$ cat src/rtl/sym_align_pkg.sv
package sym_align_pkg;
  typedef enum logic [1:0] {
    MODE_HOLD  = 2'b00,
    MODE_COMMA = 2'b01,
    MODE_JOG   = 2'b10,
    MODE_RSVD  = 2'b11
  } align_mode_e;

  localparam int unsigned COMMA_W = 7;
  localparam logic [COMMA_W-1:0] COMMA_PAT = 7'b0011111;
endpackage

$ cat src/rtl/sym_align_buf.sv
module sym_align_buf #(
  parameter int unsigned SYM_W = 10
) (
  input  logic               clk_i,
  input  logic               rst_ni,
  input  logic               en_i,
  input  logic               invert_i,
  input  logic [SYM_W-1:0]   data_i,
  output logic [2*SYM_W-2:0] span_o,
  output logic               fill_o
);
  logic [SYM_W-1:0] newer_q;
  logic [SYM_W-2:0] older_q;

  always_ff @(posedge clk_i or negedge rst_ni) begin
    if (!rst_ni) begin
      newer_q <= '0;
      older_q <= '0;
      fill_o  <= 1'b0;
    end else if (en_i) begin
      newer_q <= data_i ^ {SYM_W{invert_i}};
      older_q <= newer_q[SYM_W-2:0];
      fill_o  <= 1'b1;
    end
  end

  assign span_o = {older_q, newer_q};
endmodule

$ cat src/rtl/sym_align_ctrl.sv
module sym_align_ctrl
  import sym_align_pkg::*;
#(
  parameter int unsigned SYM_W  = 10,
  parameter int unsigned OFF_W  = $clog2(SYM_W),
  parameter int unsigned SRCH_W = SYM_W + COMMA_W - 1
) (
  input  logic              clk_i,
  input  logic              rst_ni,
  input  logic              en_i,
  input  logic [1:0]        mode_i,
  input  logic [SRCH_W-1:0] srch_i,
  output logic [OFF_W-1:0]  offset_o,
  output logic              aligned_o
);
  logic [SYM_W-1:0] hit;
  logic             cur_hit;
  logic [OFF_W-1:0] first_k;
  logic             mode_hi_q;

  // srch_i[k +: COMMA_W] is the upper COMMA_W bits of window k
  for (genvar k = 0; k < SYM_W; k++) begin : g_hit
    assign hit[k] = (srch_i[k +: COMMA_W] == COMMA_PAT) ||
                    (srch_i[k +: COMMA_W] == ~COMMA_PAT);
  end

  always_comb begin
    cur_hit = 1'b0;
    first_k = '0;
    for (int k = SYM_W - 1; k >= 0; k--) begin
      if (hit[k]) first_k = OFF_W'(k);
      if (OFF_W'(k) == offset_o) cur_hit = hit[k];
    end
  end

  always_ff @(posedge clk_i or negedge rst_ni) begin
    if (!rst_ni) begin
      offset_o  <= '0;
      aligned_o <= 1'b0;
      mode_hi_q <= 1'b0;
    end else if (en_i) begin
      mode_hi_q <= mode_i[1];
      unique case (align_mode_e'(mode_i))
        MODE_COMMA: begin
          if (cur_hit) begin
            aligned_o <= 1'b1;
          end else if (|hit) begin
            offset_o  <= first_k;
            aligned_o <= 1'b0;
          end
        end
        MODE_JOG: begin
          if (!mode_hi_q) begin
            offset_o  <= (offset_o == OFF_W'(SYM_W - 1)) ? '0 : offset_o + 1'b1;
            aligned_o <= 1'b0;
          end
        end
        default: ;
      endcase
    end
  end
endmodule

$ cat src/rtl/sym_align_out.sv
module sym_align_out #(
  parameter int unsigned SYM_W = 10,
  parameter int unsigned OFF_W = $clog2(SYM_W)
) (
  input  logic               clk_i,
  input  logic               rst_ni,
  input  logic               en_i,
  input  logic               fill_i,
  input  logic [2*SYM_W-2:0] span_i,
  input  logic [OFF_W-1:0]   offset_i,
  output logic [SYM_W-1:0]   sym_o,
  output logic               sym_valid_o
);
  logic [SYM_W-1:0] win;

  always_comb begin
    win = span_i[SYM_W-1:0];
    for (int k = 0; k < SYM_W; k++) begin
      if (OFF_W'(k) == offset_i) win = span_i[k +: SYM_W];
    end
  end

  always_ff @(posedge clk_i or negedge rst_ni) begin
    if (!rst_ni) begin
      sym_o       <= '0;
      sym_valid_o <= 1'b0;
    end else if (en_i) begin
      sym_o       <= win;
      sym_valid_o <= fill_i;
    end else begin
      sym_valid_o <= 1'b0;
    end
  end
endmodule

$ cat src/rtl/sym_aligner.sv
module sym_aligner
  import sym_align_pkg::*;
#(
  parameter int unsigned SYM_W = 10,
  localparam int unsigned OFF_W = $clog2(SYM_W),
  localparam int unsigned SPAN_W = 2 * SYM_W - 1,
  localparam int unsigned SRCH_W = SYM_W + COMMA_W - 1
) (
  input  logic             clk_i,
  input  logic             rst_ni,
  input  logic             en_i,
  input  logic             invert_i,
  input  logic [1:0]       mode_i,
  input  logic [SYM_W-1:0] data_i,
  output logic [SYM_W-1:0] sym_o,
  output logic             sym_valid_o,
  output logic             aligned_o,
  output logic [OFF_W-1:0] offset_o
);
  logic [SPAN_W-1:0] span;
  logic              fill;

  sym_align_buf #(.SYM_W(SYM_W)) u_buf (
    .clk_i    (clk_i),
    .rst_ni   (rst_ni),
    .en_i     (en_i),
    .invert_i (invert_i),
    .data_i   (data_i),
    .span_o   (span),
    .fill_o   (fill)
  );

  sym_align_ctrl #(.SYM_W(SYM_W), .OFF_W(OFF_W), .SRCH_W(SRCH_W)) u_ctrl (
    .clk_i     (clk_i),
    .rst_ni    (rst_ni),
    .en_i      (en_i),
    .mode_i    (mode_i),
    .srch_i    (span[SPAN_W-1:SYM_W-COMMA_W]),
    .offset_o  (offset_o),
    .aligned_o (aligned_o)
  );

  sym_align_out #(.SYM_W(SYM_W), .OFF_W(OFF_W)) u_out (
    .clk_i       (clk_i),
    .rst_ni      (rst_ni),
    .en_i        (en_i),
    .fill_i      (fill),
    .span_i      (span),
    .offset_i    (offset_o),
    .sym_o       (sym_o),
    .sym_valid_o (sym_valid_o)
  );
endmodule

$ cat config.mk
export PLATFORM = sky130hd
export DESIGN_NAME = sym_aligner
export DESIGN_NICKNAME = d
export VERILOG_FILES = /design/src/rtl/sym_align_pkg.sv /design/src/rtl/sym_align_buf.sv /design/src/rtl/sym_align_ctrl.sv /design/src/rtl/sym_align_out.sv /design/src/rtl/sym_aligner.sv
export SDC_FILE = /design/constraint.sdc
export NUM_CORES = 1
export LEC_CHECK = 0
export ABC_AREA = 1
export CAP_MARGIN = 10
export CORE_MARGIN = 2
export CORE_UTILIZATION = 45
export CTS_CLUSTER_SIZE = 40
export DETAILED_ROUTE_END_ITERATION = 6
export HOLD_SLACK_MARGIN = 0.03
export PLACE_DENSITY = 0.68
export RECOVER_POWER = 100
export SKIP_CTS_REPAIR_TIMING = 1
export SLEW_MARGIN = 20
export SYNTH_ARGS = -nofsm -noshare
export SYNTH_HDL_FRONTEND = slang
export SYNTH_SLANG_ARGS = --single-unit
$ cat constraint.sdc
create_clock -name clk_i -period 1.65 [get_ports clk_i]
set_input_delay 0.495 -clock clk_i [delete_from_list [all_inputs] [get_ports clk_i]]
set_output_delay 0.495 -clock clk_i [all_outputs]
set_load 0.02 [all_outputs]
==> Yosys cells after proc, flatten, opt, wreduce, memory -nomap -nowiden <==
Cells that the tools add are included.
{ "word_totals": {"ff_bits": 37, "input_bits": 16, "output_inout_bits": 16, "wordCells": 100} }
{ "op_classes": {"addsub": 1, "n_eq_ne": 36, "mux": 39, "bitwise": 1, "reduce_logical": 15} }
{ "ops": {"columns": ["operator", "count"], "rows": [
  ["$mux 10", 9],
  ["$eq 7x5->1 const B", 10],
  ["$eq 7x7->1 const B", 10],
  ["$mux 4", 14],
  ["$eq 3x4->1 const A", 4],
  ["$mux 1", 14],
  ["$logic_or 1x1->1", 10],
  ["$reduce_or 10->1", 1],
  ["$xor 10x10->10", 1],
  ["$eq 2x4->1 const A", 2],
  ["$eq 4x4->1 const A", 2],
  ["$pmux 4 s2", 1],
  ["$reduce_and 5->1", 1],
  ["$add 4x1->4 const B", 1],
  ["$eq 1x4->1 const A", 1],
  ["$eq 4x4->1 const B", 1],
  ["$logic_not 4->1", 1],
  ["$ne 2x2->1 const B", 2],
  ["$reduce_and 4->1", 1],
  ["$ne 3x1->1 const B", 1],
  ["$eq 2x1->1 const B", 1],
  ["$eq 2x2->1 const B", 1],
  ["$ne 2x1->1 const B", 1],
  ["$pmux 1 s2", 1],
  ["$reduce_bool 2->1", 1]
]} }

==> Logic depth before layout (Yosys ltp) <==
{ "logic_depth": {"depth_word": 15, "mapped_depth": 18, "ltp_nobuf": 17} }

==> Cells and area by module <==
A second synthesis with hierarchy kept.
{ "unflattened": {"hier_cells": 606, "hier_area_um2": 3504.6} }
{ "by_module_without_submodules": {"columns": ["module", "instances", "cells_per_inst", "area_per_inst_um2", "seq_area_each_um2"], "rows": [
  ["sym_align_out", 1, 300, 1611.5, 275.3],
  ["sym_align_ctrl", 1, 192, 1014.7, 150.1],
  ["sym_align_buf", 1, 114, 878.3, 500.5]
]} }

==> Least setup slack after synthesis <==
OpenSTA, ideal clock, no wires.
{ "synth_timing": {"path_type": "register to register", "start": "register u_ctrl.offset_o[2]", "end": "register u_out.sym_o[9]", "setup_ns": 0.116, "arrival_ns": 1.585, "required_time_ns": 1.534, "slack_ns": -0.052, "path_stages_with_launch": 17, "n_path_buf": 0, "synth_period_minus_slack_ns": 1.702, "cell_sequence": "dfrtp_1 -> inv_1 -> nand2_2 -> nor2_4 -> inv_2 -> nand3_1 -> nand2_1 -> o211ai_1 -> nand3_1 -> nand2_1 -> nand2_1 -> nand2_1 -> nand2_1 -> nand2_1 -> nand2_1 -> nand2_1 -> nand2_1"} }
{ "synth_between": {"elab_chain_len": 10, "word_cells_on_any_way": 18, "classes_between": "9 x eq/ne; 9 x mux"} }
{ "synth_lines": {"columns": ["element", "line", "source"], "rows": [
  ["start, declared", "sym_align_ctrl.sv:13", "output logic [OFF_W-1:0] offset_o,"],
  ["start signal, assigned", "sym_align_ctrl.sv:48", "offset_o <= first_k;"],
  ["start signal, assigned", "sym_align_ctrl.sv:54", "offset_o <= (offset_o == OFF_W'(SYM_W - 1)) ? '0 : offset_o + 1'b1;"],
  ["$eq 1x4->1", "sym_align_out.sv:19", "if (OFF_W'(k) == offset_i) win = span_i[k +: SYM_W];"],
  ["$mux 10 (8 in series)", "sym_align_out.sv:19", null],
  ["$mux 10 (*)", "sym_align_out.sv:19", null],
  ["end signal, assigned", "sym_align_out.sv:28", "sym_o <= win;"],
  ["end, declared", "sym_align_out.sv:11", "output logic [SYM_W-1:0] sym_o,"]
]} }
Every way passes the cells marked *; elsewhere a longest branch is shown, timed or not.
A chain may end at the register's enable or synchronous reset.

==> Worst setup path in the final report <==
{ "layout_timing": {"start": "register u_ctrl.offset_o[3]", "end": "register u_out.sym_o[7]"} }
The elaborated chain is that of the path after synthesis.

==> impl_results.md <==
* DR WL/cell at 14.8 um
* FMAX at 531 MHz
* Die X at 90.3 um
* Setup slack after layout at -0.234 ns
* Final Slew Violations at 0
* Via count at 3835
* Mapped Cells at 539
* Antenna diodes at 0
* Antenna-violating nets left at 0
* Top Ports at 32
* Design area at 0.00448 mm^2
* Antenna violations before repair at 0
* Syn nets at 557
* Clock power frac at 14.7%
* 1st-iter DRT viols at 190
* Hold WC Path Type: in2async
* Crit path required time at 1.88 ns
* Die span in y at 90.3 um
* Final Hold Viols at 0
* Clk buf depth at 2
* First-pass GRT wire length at 18.2 mm
* First drt pass iteration count at 5
* CTS tree: yes
* Buffers on Ports at 31
* Initial Util at 46.2%
* Critical path arrival at 2.11 ns
* Placement-stage cell area at 0.00432 mm^2
* Register area share after synthesis at 27.6%
* Synth Cell Area at 0.00335 mm^2
* Seq pwr share at 28.9%
* Core Box Area at 0.00725 mm^2
* Total grt overflow at 0
* Worst-path clk slew at 0.08 ns
* Crit path capture type: flop
* Routed wire length at 11.0 mm
* Routed vias/inst at 5.18
* Htree depth at 2
* Tot GR Track Use at 27.5%
* Post-DP HPWL at 8.67 mm
* Share of post-route cells with drive strength above 1 at 28.4%
* Avg Cell Area, Syn at 6.22 um^2
* # setup viols final at 15
* Sw Ratio at 46.5%
* Final #Nets at 659
* Sw power at 2150 uW
* Critical path class: reg2reg
* Routability congestion estimate at 0.966
* Clock Latency Late Sink at 0.30 ns
* Period minus WS final at 1.88 ns
* Area Growth Syn to Fin at 33.5%
* Pwr Density at 1030 mW/mm^2
* Status: complete, but fails checks
* Slowest-stage cell, CP: dfrtp_2
* Crit-path max FO at 12
* Number of flops mapped to enable cells by yosys at 0
* Vias in the first global route at 3704
* Internal Power at 2480 uW
* Clock root cell: clkbuf_8
* DRC errors left at 0
* Most used cell, CP: nand2_1
* Leakage power at 0.00228 uW
* Cell-by-cell trace of the critical path: nor2_1, nand2_4, nand2_1, nand3_1, o211ai_1, nand3_1, nand2_1, nand2_1, nand2_1, nand2_1, nand2_1, nand2_1, nand2_1, nand2_1, nand2_1
* Num CTS Buffers at 5
* Synthesis Warnings at 0
* DIE AREA at 0.00816 mm^2
* Synth cell types at 39
* Top FF cell, synth: dfrtp_1
* RSZ-0062 raised after global routing: true
* Max Cap Viol at 0
* Maximum number of pins on one net before global-route repair at 35
* Final clock skew at 0.0127 ns
* Worst slew margin at 34.6%
* FFs w/ async S/R, synth at 100%
* Peak supply drop at 522 uV
* Comb pwr share at 56.4%
* Worst Max-Slew Pin Slew at 0.980 ns
* Hold Slack at 0.326 ns
* Crit-path max cell delay at 0.45 ns
* CTS sink cnt at 37
* Failing checks: negative setup slack
* Cell row count at 31
* Startpoint Class: flop
* Count of state elements after synthesis at 37
* Period utilization at 114%
## cell type report
type                    instances  area, um^2
flip-flops and latches         37         937
fillers                       720        2780
well taps                      99         124
inverters                      61         236
multi-input cells             413        2130
clock buffers                   7        86.3
repair buffers                123         968
## path summary, 6_finish.rpt
check	startpoint	end	slack, ns	cells past startpoint
worst max register to register	u_ctrl.offset_o[3]	u_out.sym_o[7]	-0.23	15
max in group asynchronous	rst_ni	u_buf.newer_q[7]	0.24	2
worst max-delay path	u_ctrl.offset_o[3]	u_out.sym_o[7]	-0.23	15
worst min register to register	u_buf.fill_o	u_out.sym_valid_o	0.47	2
min in group clk_i	u_buf.fill_o	u_out.sym_valid_o	0.47	2
worst min-delay path	rst_ni	u_ctrl.offset_o[0]	0.33	1
## cell usage after synthesis, types with 2 or more instances
cell        n  area (um^2)
ha_1        2         25.0
o31ai_2     2         25.0
inv_1      50          188
o21ai_1     9         45.0
nor3_1      5         25.0
nor2_2      5         31.3
a21oi_2     2         17.5
nand3_2     2         20.0
dfrtp_1    37          926
buf_6       4         45.0
nand4_1     4         25.0
xnor2_1    10         87.6
nand2_2    11         68.8
nand3_1    37          185
a21oi_1    27          135
nand2_1   189          709
o21ai_0    48          240
nor2_1     31          116
clkbuf_1    9         33.8
buf_4       7         52.6
nor2_4      5         56.3
inv_2      10         37.5
nand2_4     3         33.8
buf_2       7         35.0
o211ai_1    9         67.6
## flip-flops by register name, indices dropped and copies added (netlist names)
signal,count
u_ctrl.aligned_o,1
u_ctrl.offset_o,4
u_ctrl.mode_hi_q,1
u_out.sym_valid_o,1
u_out.sym_o,10
u_buf.fill_o,1
u_buf.older_q,9
u_buf.newer_q,10
## cell usage in the layout (no fill, tap or decap), types with 4 or more instances in the layout
cell type          n
nand2_1          182
buf_4             84
o21ai_0           47
inv_1             43
nand3_1           32
dfrtp_1           28
nor2_1            27
a21oi_1           23
nand2_2           16
inv_2             15
clkbuf_1          14
clkdlybuf4s50_1   14
xnor2_1           10
o21ai_1           10
o211ai_1           9
dfrtp_2            9
nor2_4             7
nor2_2             7
nand3_2            7
a21oi_2            6
clkbuf_8           6
nand2_4            5
nor3_1             5
nand4_1            4
## metal layers
metal	track usage (%)	wire length (um)
met3	3.17	513
met1	35.7	4940
met2	48.4	5160
met4	7.44	338
met5	0	0
## power groups by stage
stage | sequential, uW | combinational (uW) | clock [uW]
after floorplan | 1460 | 1390 | 0
after global placement | 1330 | 2590 | 0
after detailed placement | 1340 | 2620 | 0
after CTS | 1320 | 2630 | 693
after global routing | 1370 | 2900 | 733
final | 1340 | 2610 | 682
## kinds of logic after synthesis
kind of cell / synth area share [%]
AO/OA/AOI/OAI: 17.3
XOR/XNOR: 2.61
adder cells (fa/ha/maj): 0.746
buffers and inverters: 12.1
flip-flops: 27.6
AND/OR/NAND/NOR: 39.6
## metrics by stage
stage          setup TNS [ns]  utilization [%]  setup WS, ns  cells  power (uW)
3_3_place_gp            -3.27             59.6        -0.347    728        3920
6_report                -2.47             61.7        -0.234    740        4630
2_1_floorplan               0                -        0.0148    539        2850
4_1_cts                 -5.63             60.8        -0.315    735        4640
3_5_place_dp            -3.87             59.6        -0.404    728        3960
5_1_grt                 -5.79             61.7        -0.359    740        5000
## critical path, delay by kind of cell, from the launching register on
kind	cells	cell delay, ns
AO/OA/AOI/OAI	1	0.08
AND/OR/NAND/NOR	14	1.28
flip-flops	1	0.45
No activity file was read; power rests on OpenSTA's default activity.
